<file path="src/rtl/msr_pkg.sv">
package msr_pkg;

  localparam logic [2:0] MSR_OFS = 3'd6;
  localparam logic [2:0] SCR_OFS = 3'd7;

  typedef struct packed {
    logic dcd;
    logic ri;
    logic dsr;
    logic cts;
  } mstat_t;

  // Cycles in the inactivity window; never less than one.
  function automatic int calc_timeout_cycles(input int clk_khz, input int tout_us);
    int c;
    c = (clk_khz * tout_us) / 1000;
    if (c < 1) c = 1;
    return c;
  endfunction

  // Change events in flag order {carrier, ring trailing, dsr, cts}.
  function automatic logic [3:0] change_events(input mstat_t cur, input mstat_t nxt);
    logic [3:0] ev;
    ev[3] = cur.dcd ^ nxt.dcd;
    ev[2] = cur.ri & ~nxt.ri;
    ev[1] = cur.dsr ^ nxt.dsr;
    ev[0] = cur.cts ^ nxt.cts;
    return ev;
  endfunction

  // Sticky flags: read clears, a same-cycle event wins over the clear.
  function automatic logic [3:0] next_flags(input logic [3:0] old, input logic [3:0] ev,
                                            input logic rd_clr);
    logic [3:0] kept;
    kept = rd_clr ? 4'b0000 : old;
    return kept | ev;
  endfunction

endpackage

</file>
<file path="src/rtl/msr_sync.sv">
module msr_sync #(
  parameter int W = 4
) (
  input  logic         clk,
  input  logic         rst_n,
  input  logic [W-1:0] d,
  output logic [W-1:0] q
);
  logic [W-1:0] stage1;
  logic [W-1:0] stage2;

  always_ff @(posedge clk) begin
    if (!rst_n) begin
      stage1 <= '0;
      stage2 <= '0;
    end else begin
      stage1 <= d;
      stage2 <= stage1;
    end
  end

  assign q = stage2;
endmodule

</file>
<file path="src/rtl/msr_dsr_timer.sv">
module msr_dsr_timer #(
  parameter int LOAD  = 17,
  parameter int CNT_W = 5
) (
  input  logic clk,
  input  logic rst_n,
  input  logic voice_mode,
  input  logic dma_xfer,
  output logic voice_active,
  output logic dsr_hold,
  output logic entry_evt
);
  localparam logic [CNT_W-1:0] LOAD_V = CNT_W'(LOAD);

  logic [CNT_W-1:0] cnt_q;
  logic             voice_q;
  logic             reload;

  assign entry_evt = voice_mode & ~voice_q;
  assign reload    = entry_evt | dma_xfer;

  always_ff @(posedge clk) begin
    if (!rst_n) begin
      cnt_q   <= '0;
      voice_q <= 1'b0;
    end else begin
      voice_q <= voice_mode;
      if (!voice_mode)
        cnt_q <= '0;
      else if (reload)
        cnt_q <= LOAD_V;
      else if (cnt_q != '0)
        cnt_q <= cnt_q - 1'b1;
    end
  end

  assign voice_active = voice_q;
  assign dsr_hold     = (cnt_q != '0);

  // entering voice mode holds DSR high on the next edge
  a_r8_entry_hold: assert property (@(posedge clk) disable iff (!rst_n)
    entry_evt |=> dsr_hold);

  // a transfer strobe reloads the full window
  a_r9_reload: assert property (@(posedge clk) disable iff (!rst_n)
    (voice_mode && dma_xfer) |=> (cnt_q == LOAD_V));

  // the counter never exceeds its window
  a_r9_bound: assert property (@(posedge clk) disable iff (!rst_n)
    cnt_q <= LOAD_V);

  // leaving voice mode releases the hold
  a_r8_exit_clear: assert property (@(posedge clk) disable iff (!rst_n)
    !voice_mode |=> !dsr_hold);
endmodule

</file>
<file path="src/rtl/msr_delta.sv">
module msr_delta
  import msr_pkg::*;
(
  input  logic       clk,
  input  logic       rst_n,
  input  mstat_t     eff,
  input  logic       rd_clr,
  output mstat_t     stat_q,
  output logic [3:0] flag_q,
  output logic [3:0] set_ev
);
  assign set_ev = change_events(stat_q, eff);

  always_ff @(posedge clk) begin
    if (!rst_n) begin
      stat_q <= '0;
      flag_q <= '0;
    end else begin
      stat_q <= eff;
      flag_q <= next_flags(flag_q, set_ev, rd_clr);
    end
  end

  for (genvar i = 0; i < 4; i++) begin : g_flag_chk
    // a detected change leaves its flag set
    a_r3_set: assert property (@(posedge clk) disable iff (!rst_n)
      set_ev[i] |=> flag_q[i]);
    // a read without a coincident event clears the flag
    a_r5_clear: assert property (@(posedge clk) disable iff (!rst_n)
      (rd_clr && !set_ev[i]) |=> !flag_q[i]);
  end

  // trailing ring flag only appears when the ring level falls
  a_r4_trailing: assert property (@(posedge clk) disable iff (!rst_n)
    $rose(flag_q[2]) |-> $fell(stat_q.ri));
endmodule

</file>
<file path="src/rtl/modem_status_reg.sv">
module modem_status_reg
  import msr_pkg::*;
#(
  parameter int CLK_KHZ    = 125000,
  parameter int TIMEOUT_US = 1700
) (
  input  logic       clk,
  input  logic       rst_n,
  input  logic       dcd_pin,
  input  logic       ri_pin,
  input  logic       dsr_pin,
  input  logic       cts_pin,
  input  logic       voice_mode,
  input  logic       dma_xfer,
  input  logic       msi_en,
  input  logic [2:0] host_addr,
  input  logic       host_rd,
  input  logic       host_wr,
  input  logic [7:0] host_wdata,
  output logic [7:0] host_rdata,
  output logic       irq
);
  localparam int TOUT_CYC = calc_timeout_cycles(CLK_KHZ, TIMEOUT_US);
  localparam int CNT_W    = $clog2(TOUT_CYC + 1);

  logic [3:0] pin_sync;
  logic       voice_active;
  logic       dsr_hold;
  logic       entry_evt;
  mstat_t     eff;
  mstat_t     stat_q;
  logic [3:0] flag_q;
  logic [3:0] set_ev;
  logic       msr_read;
  logic       scr_write;
  logic [7:0] scratch_q;

  msr_sync #(.W(4)) u_sync (
    .clk   (clk),
    .rst_n (rst_n),
    .d     ({dcd_pin, ri_pin, dsr_pin, cts_pin}),
    .q     (pin_sync)
  );

  msr_dsr_timer #(.LOAD(TOUT_CYC), .CNT_W(CNT_W)) u_timer (
    .clk          (clk),
    .rst_n        (rst_n),
    .voice_mode   (voice_mode),
    .dma_xfer     (dma_xfer),
    .voice_active (voice_active),
    .dsr_hold     (dsr_hold),
    .entry_evt    (entry_evt)
  );

  always_comb begin
    eff.dcd = pin_sync[3];
    eff.ri  = pin_sync[2];
    eff.dsr = voice_active ? dsr_hold : pin_sync[1];
    eff.cts = pin_sync[0];
  end

  assign msr_read  = host_rd && (host_addr == MSR_OFS);
  assign scr_write = host_wr && (host_addr == SCR_OFS);

  msr_delta u_delta (
    .clk    (clk),
    .rst_n  (rst_n),
    .eff    (eff),
    .rd_clr (msr_read),
    .stat_q (stat_q),
    .flag_q (flag_q),
    .set_ev (set_ev)
  );

  always_ff @(posedge clk) begin
    if (!rst_n)
      scratch_q <= '0;
    else if (scr_write)
      scratch_q <= host_wdata;
  end

  always_comb begin
    case (host_addr)
      MSR_OFS: host_rdata = {stat_q, flag_q};
      SCR_OFS: host_rdata = scratch_q;
      default: host_rdata = '0;
    endcase
  end

  assign irq = msi_en & (|flag_q);

  // interrupt only falls on a read or a disable
  a_r6_irq_fall: assert property (@(posedge clk) disable iff (!rst_n)
    $fell(irq) |-> (!msi_en || $past(msr_read)));

  // scratch write lands on the next edge
  a_r7_scratch: assert property (@(posedge clk) disable iff (!rst_n)
    scr_write |=> (scratch_q == $past(host_wdata)));

  // in voice mode the status DSR follows the hold, one edge later
  a_r8_voice_dsr: assert property (@(posedge clk) disable iff (!rst_n)
    voice_active |=> (stat_q.dsr == $past(dsr_hold)));
endmodule

</file>
<file path="config.mk">
export PLATFORM = sky130hd
export DESIGN_NAME = modem_status_reg
export DESIGN_NICKNAME = d
export VERILOG_FILES = /design/src/rtl/msr_pkg.sv /design/src/rtl/msr_sync.sv /design/src/rtl/msr_dsr_timer.sv /design/src/rtl/msr_delta.sv /design/src/rtl/modem_status_reg.sv
export SDC_FILE = /design/constraint.sdc
export NUM_CORES = 1
export LEC_CHECK = 0
export ABC_AREA = 1
export BUFFER_PORTS_ARGS = -buffer_cell sky130_fd_sc_hd__clkbuf_2
export CAP_MARGIN = 30
export CORE_ASPECT_RATIO = 0.9
export CORE_MARGIN = 1
export CORE_UTILIZATION = 36
export DETAILED_ROUTE_END_ITERATION = 10
export PLACE_DENSITY = 0.55
export SYNTH_ARGS = -nofsm -noshare
export SYNTH_HDL_FRONTEND = slang
export SYNTH_SLANG_ARGS = --single-unit
</file>
<file path="constraint.sdc">
create_clock -name clk -period 1.8 [get_ports clk]
set_clock_uncertainty 0.15 [all_clocks]
set_input_delay 0.54 -clock clk [delete_from_list [all_inputs] [get_ports clk]]
set_output_delay 0.54 -clock clk [all_outputs]
set_load 0.02 [all_outputs]
</file>
Word-level counts from Yosys, hierarchy flattened --
Cells that the tools add are included. W data, S select, Z words.
Operators by class: add/subtract/negate cells 1, multipliers 0, divide/modulo/power cells 0, $lt $le $gt $ge 0, eq/ne operators 2, shift operators 0, mux-type cells 5, bitwise logic cells 12, reduce and logical (&&, ||, !) cells 7
Operators by type and width (number):
- $mux W18 | 2
- $reduce_bool A18 Y1 | 1
- $sub A18 B1 Y18 const B | 1
- $pmux W8 S2 | 1
- $eq A3 B3 Y1 const B | 2
- $mux W4 | 1
- $not A1 Y1 | 4
- $or A4 B4 Y4 | 1
- $reduce_or A4 Y1 | 1
- $and A1 B1 Y1 | 3
- $reduce_or A3 Y1 | 1
- $xor A1 B1 Y1 | 3
- $logic_and A1 B1 Y1 | 2
- $reduce_and A2 Y1 | 1
- $reduce_bool A2 Y1 | 1
- $mux W1 | 1
- $or A1 B1 Y1 | 1
Storage, ports and cells: register bits 43, latch bits 0, bits in writable memories 0, bits in read-only memories 0, output and inout port bits 9, memories 0

Depth between registers and ports, before layout --
Gate-level depths: netlist of run 1.
depth in word-level cells 4, mapped depth 10, mapped depth without buffers 10

Modules after synthesis --
Synthesis of run 1 repeated with hierarchy kept, for this count alone.
Second synthesis, totals: cell total of the unflattened synthesis 320, area, all modules 2228.4 µm²
By module, submodules not included:
- msr_dsr_timer | times used 1, cells each 161, area each 1152.4 µm²
- modem_status_reg | times used 1, cells each 87, area each 535.5 µm²
- msr_delta | times used 1, cells each 47, area each 315.3 µm²
- msr_sync | times used 1, cells each 25, area each 225.2 µm²

Least setup slack after synthesis of run 1 --
Ideal clock, no wire load.
kind input -> output, start input host_addr[2], end output host_rdata[0], data arrival time 1.563 ns, data required time 1.110 ns, slack -0.453 ns, cell stages on the path 4, buffers on the path 0, cell sequence inv_1 nor3_1 inv_1 o21ai_0
On the way: word-level cells in the longest chain between the ends 2, elaborated cells on any way between the ends 3, those cells by class eq/ne (2); mux (1)
RTL lines:
- start: declaration | line modem_status_reg.sv:16 | input logic [2:0] host_addr,
- $eq A3 B3 Y1 | line modem_status_reg.sv:83 | case (host_addr)
- $pmux W8 S2 * | line modem_status_reg.sv:83
- end: declaration | line modem_status_reg.sv:20 | output logic [7:0] host_rdata,
Every way passes the cells marked *; elsewhere a longest branch is shown, timed or not.

Final worst setup path of run 1 --
start input host_addr[2], end output host_rdata[4]
The elaborated chain is that of the path after synthesis.

==> flow_metrics.tcl, run 1 <==
set metrics [dict create \
    netlist_area_mm2 0.00206 \
    cts.sinks 43 \
    fillers 525 \
    core.rowCount 25 \
    yosysSeqAreaShare_pct 41.8 \
    initial_core_util_pct 38.3 \
    clock.fmax_mhz 488 \
    dieArea_mm2 0.00602 \
    min_path_cells 3 \
    p_leak_nw 1.25 \
    tightest_slew_ns 0.294 \
    hold_ws_ns 0.259 \
    post_drt_wl_per_cell_um 11.4 \
    path_max_fanout 3 \
    placedCellCount 372 \
    diodes 0 \
    synth_edf_count 0 \
    drtAntennaViolNets 0 \
    slew_violations 0 \
    cp.required_ns 1.11 \
    fin_setup_tns_ns -1.79 \
    power_density_mw_per_mm2 807 \
    numCtsBuffers 5 \
    multi_input_comb_area_mm2 0.00113 \
    vias 1773 \
    grtUsageTotal_pct 15.7 \
    cts_tree "yes" \
    layout_commonest_cell "nand2_1" \
    gp_congestion 0.818 \
    via_per_inst 4.61 \
    ys_seq_elements 43 \
    htree_levels 2 \
    reg2reg_depth 10 \
    grt_pass1_wl_um 7070 \
    yosys_warnings 0 \
    path_class "input pin to output pin" \
    synthFlopType "dfxtp_1" \
    total_power_mw 2.14 \
    seq_area_um2 865 \
    crit_path_end_kind "output pin" \
    die_width_um 81.7 \
    slew_headroom_pct 80.3 \
    dr.pass1.iters 6 \
    layout_setup_ws_ns -0.247 \
    nNetsFinal 341 \
    insertion_delay_ns 0.30 \
    place_ws_ns -0.399 \
    grt_max_degree 22 \
    fin_cells 385 \
    async_flop_share_pct 0 \
    die-height_um 73.7 \
    ioPinCount 31 \
    syn_inst 272 \
    cts-root-buf "clkbuf_8" \
    fin_crit_sh_pct 114 \
    drc 0 \
    drtIter0Drc 76 \
    syn_avg_cell_area_um2 7.57 \
    finalWirelength_um 4400 \
    clk_pin_slew_ns 0.09 \
    grt_pass1_vias 1541 \
    cp-start-kind "input pin" \
    min_path_type "input pin to flop" \
    final_cell_mix "nand2_1, dfxtp_1, nor2_1" \
    period_needed_ns 2.05 \
    drive_above_1_share_pct 30.8 \
    crit_arrival_ns 1.36 \
    maxCapViolations 0 \
    ys_types 33 \
    hpwlAfterDp_um 3370 \
    finalSetupViolCount 8 \
    status "complete, but fails checks" \
    syn_nets 296 \
    hold_viol 0 \
    peakVddDrop_uv 497 \
    antenna_found_initial 0 \
    syn_to_final_growth_pct 29.0 \
    grt_overflow 0 \
    cts_buffer_depth 2 \
    core_area_mm2 0.00538 \
    rsz0062_at_grt "yes" \
    violations "negative setup slack" \
    numPortBuffers 30 \
]
-- layer usage --
metal | track usage [%] | wire (um) | share of wire, % | vias up
met2 | 22.8 | 1860 | 42 | 24
li1 | - | - | - | 947
met3 | 4.10 | 148 | 3.4 | 6
met5 | 0 | 0 | 0 | -
met4 | 5.26 | 59 | 1.3 | 0
met1 | 22.5 | 2330 | 53 | 796
-- flip-flops by register name, indices dropped and copies added (netlist names) --
register and flops:
u_timer.cnt_q 18, scratch_q 8, u_delta.flag_q 4, u_delta.stat_q 4, u_sync.q 4, u_sync.stage1 4
u_timer.voice_active 1
-- synthesized netlist by cell type, types with 3 or more instances --
library cell,n,area share (%)
nand3b_1,4,1.5
nor2_2,10,3.0
a22o_1,3,1.3
nand2_2,10,3.0
xnor2_1,7,3.0
nand3_1,12,2.9
dfxtp_1,43,42
inv_1,35,6.4
o21ai_0,13,3.2
nand2_1,51,9.3
a21oi_1,16,3.9
nor2_1,38,6.9
-- final timing paths --
kind	from	endpoint	slack, ns
setup / recovery	host_addr[2]	host_rdata[4]	-0.25
hold / removal	dcd_pin	u_sync.stage1[3]	0.26
hold reg to reg	u_sync.stage1[0]	u_sync.q[0]	0.27
setup reg to reg	u_timer.cnt_q[0]	u_delta.flag_q[1]	0.17
-- worst max-delay path: stages --
cell      delay (ns)
buf_8           0.09
inv_12          0.03
nor3_4          0.26
buf_4           0.16
a22o_1          0.13
clkbuf_8        0.14
-- through the flow --
stage / utilization, % / area (um^2)
floorplan: - / 2140
global placement: 44.7 / 2400
detailed placement: 44.7 / 2400
CTS: 48.2 / 2590
global route: 49.3 / 2660
finish: 49.3 / 2660
-- power breakdown --
part / total [mW] / internal (mW) / switching, mW
registers: 1.04 / 0.997 / 0.0388
logic: 0.455 / 0.192 / 0.263
clock network: 0.650 / 0.285 / 0.365
total: 2.14 / 1.47 / 0.667
-- timing repair --
item / CTS / global route
hold buffers: 0 / 0
pin swaps: 3 / 4
gates resized for setup: 22 / 15
setup buffers: 2 / 3
endpoints found under the setup margin: 9 / 9
endpoints found under the hold margin: 0 / 0
-- layout make-up --
type	instances	share of cell area [%]
sequential	43	32.6
timing repair buffer	40	12.4
clock buffer	5	2.59
tap	67	3.16
clock inverter	3	0.990
multi-input combinational	191	42.4
inverter	36	5.84
-- kinds of logic after synthesis --
| logic type | Yosys count | share of synthesized area (%) |
|---|---|---|
| AO/OA/AOI/OAI | 38 | 11.0 |
| XOR/XNOR | 9 | 3.83 |
| adder cells (fa/ha/maj) | 2 | 1.22 |
| buffers and inverters | 38 | 7.23 |
| flip-flops | 43 | 41.8 |
| AND/OR/NAND/NOR | 142 | 34.9 |
No activity file was read; power rests on OpenSTA's default activity.
==> inputs of run 2 (changes only) <==
--- a/config.mk
+++ b/config.mk
@@ -13,6 +13,7 @@
 export CORE_UTILIZATION = 36
 export DETAILED_ROUTE_END_ITERATION = 10
 export PLACE_DENSITY = 0.55
+export REMOVE_ABC_BUFFERS = 1
 export SYNTH_ARGS = -nofsm -noshare
 export SYNTH_HDL_FRONTEND = slang
 export SYNTH_SLANG_ARGS = --single-unit
==> constraint.sdc (replaced) <==
create_clock -name clk -period 2 [get_ports clk]
set_clock_uncertainty 0.15 [all_clocks]
set_input_delay 0.6 -clock clk [delete_from_list [all_inputs] [get_ports clk]]
set_output_delay 0.6 -clock clk [all_outputs]
set_load 0.02 [all_outputs]
==> flow_metrics.tcl, run 2 (synthesis gave the netlist of run 1 again) <==
set metrics [dict create \
    cts-root-buf "clkbuf_8" \
    cp-start-kind "input pin" \
    maxCapViolations 0 \
    path_buf_inv 4 \
    path_class "input pin to output pin" \
    crit_path_end_kind "output pin" \
    numCtsBuffers 5 \
    drive_above_1_share_pct 27.4 \
    violations "negative setup slack" \
    antenna_found_initial 0 \
    switching_share_pct 28.7 \
    slew_violations 0 \
    cts_tree "yes" \
    min_path_cells 2 \
    insertion_delay_ns 0.29 \
    vias 1741 \
    core_area_mm2 0.00538 \
    nNetsFinal 337 \
    diodes 0 \
    largest_reg_flops 18 \
    via_per_inst 4.57 \
    layout_commonest_cell "nand2_1" \
    gp_congestion 0.803 \
    peakVddDrop_uv 411 \
    grt_max_degree 22 \
    crit_arrival_ns 1.36 \
    p_switching_mw 0.574 \
    period_needed_ns 2.11 \
    clk_pin_slew_ns 0.08 \
    finalWirelength_um 4600 \
    cts_buffer_depth 2 \
    cp.required_ns 1.25 \
    comb_power_share_pct 19.5 \
    path_max_fanout 4 \
    slowest_stage "nor3_4" \
    crit_family "buffers and inverters" \
    hpwlAfterDp_um 3390 \
    fin_cells 381 \
    initial_core_util_pct 38.3 \
    placedCellCount 371 \
    dr.pass1.iters 4 \
    p_int_mw 1.43 \
    place_ws_ns -0.180 \
    clkPwrFrac_pct 33.9 \
    rsz0062_at_grt "yes" \
    reg_top3 "u_timer.cnt_q x18, scratch_q x8" \
    dieArea_mm2 0.00602 \
    regMostFlops "u_timer.cnt_q" \
    clock.fmax_mhz 474 \
    slew_headroom_pct 81.9 \
    cp.depth 6 \
    finalSetupViolCount 8 \
    die-height_um 73.7 \
    fin_crit_sh_pct 106 \
    die_width_um 81.7 \
    cts_hold_buf 0 \
    p_seq_share_pct 46.6 \
    drtAntennaViolNets 0 \
    min_path_type "flop to flop" \
    tightest_slew_ns 0.271 \
    htree_levels 2 \
    numPortBuffers 30 \
    final_cell_mix "nand2_1, dfxtp_1, nor2_1" \
    status "complete, but fails checks" \
    p_leak_nw 1.21 \
    grt_pass1_wl_um 7410 \
    r2r_slack_ns 0.29 \
    core.rowCount 25 \
    post_drt_wl_per_cell_um 12.1 \
    syn_to_final_growth_pct 23.9 \
    ioPinCount 31 \
    grtUsageTotal_pct 16.5 \
    drc 0 \
    grt_overflow 0 \
    drtIter0Drc 53 \
    hold_viol 0 \
    cts.sinks 43 \
    layout_setup_ws_ns -0.111 \
    grt_pass1_vias 1538 \
    reg2reg_depth 9 \
    power_density_mw_per_mm2 785 \
    max_stage_delay_ns 0.15 \
    crit_chain "clkbuf_2 -> inv_4 -> nor3_4 -> buf_6 -> a22o_1 -> clkbuf_8" \
]
run 2: power groups by stage:
stage	clock (mW)	combinational [mW]	sequential (mW)
CTS	0.704	0.380	0.932
global route	0.726	0.440	0.938
detailed placement	0	0.371	0.952
finish	0.678	0.391	0.932
floorplan	0	0.282	0.942
global placement	0	0.369	0.952
run 2: repair_timing:
action,4_1_cts,5_1_grt
resized for setup,21,22
buffers inserted,1,0
setup endpoints to repair,8,8
hold endpoints to repair,0,0
gates cloned,1,0
pin swaps,3,4
run 2: path summary, 6_finish.rpt:
check                                 startpoint                 to
worst max-delay path                host_addr[2]      host_rdata[7]
worst min-delay path            u_sync.stage1[3]        u_sync.q[3]
worst max register to register  u_timer.cnt_q[0]  u_timer.cnt_q[16]
worst min register to register  u_sync.stage1[3]        u_sync.q[3]
run 2: routing by layer:
layer	track usage (%)	vias to the layer above	part of all wire, %
li1	-	948	-
met1	24.4	765	52
met2	23.3	23	44
met3	3.48	5	3.9
met4	5.85	0	0.98
met5	0	-	0
run 2: through the flow:
| stage | total power, mW | instance area, um^2 | setup TNS (ns) | utilization (%) | hold WS (ns) |
|---|---|---|---|---|---|
| floorplan | 1.22 | 2050 | -1.98 | - | 0.240 |
| global placement | 1.32 | 2310 | -1.16 | 43.0 | 0.243 |
| detailed placement | 1.32 | 2310 | -1.18 | 43.0 | 0.251 |
| CTS | 2.02 | 2490 | -0.504 | 46.3 | 0.271 |
| global route | 2.10 | 2550 | -0.906 | 47.4 | 0.286 |
| finish | 2.00 | 2550 | -0.593 | 47.4 | 0.267 |
run 2: tightest hold or removal path, cell delays in order (launching register included):
cell and delay [ns]:
dfxtp_1 0.31, nand2_1 0.04, inv_1 0.04
run 2: final cells by class:
class / instances / area, um^2
Fill cell: 557 / 2830
Multi-Input combinational cell: 192 / 1090
Sequential cell: 43 / 861
Timing Repair Buffer: 35 / 258
Inverter: 36 / 145
Tap cell: 67 / 83.8
Clock buffer: 5 / 68.8
Clock inverter: 3 / 43.8
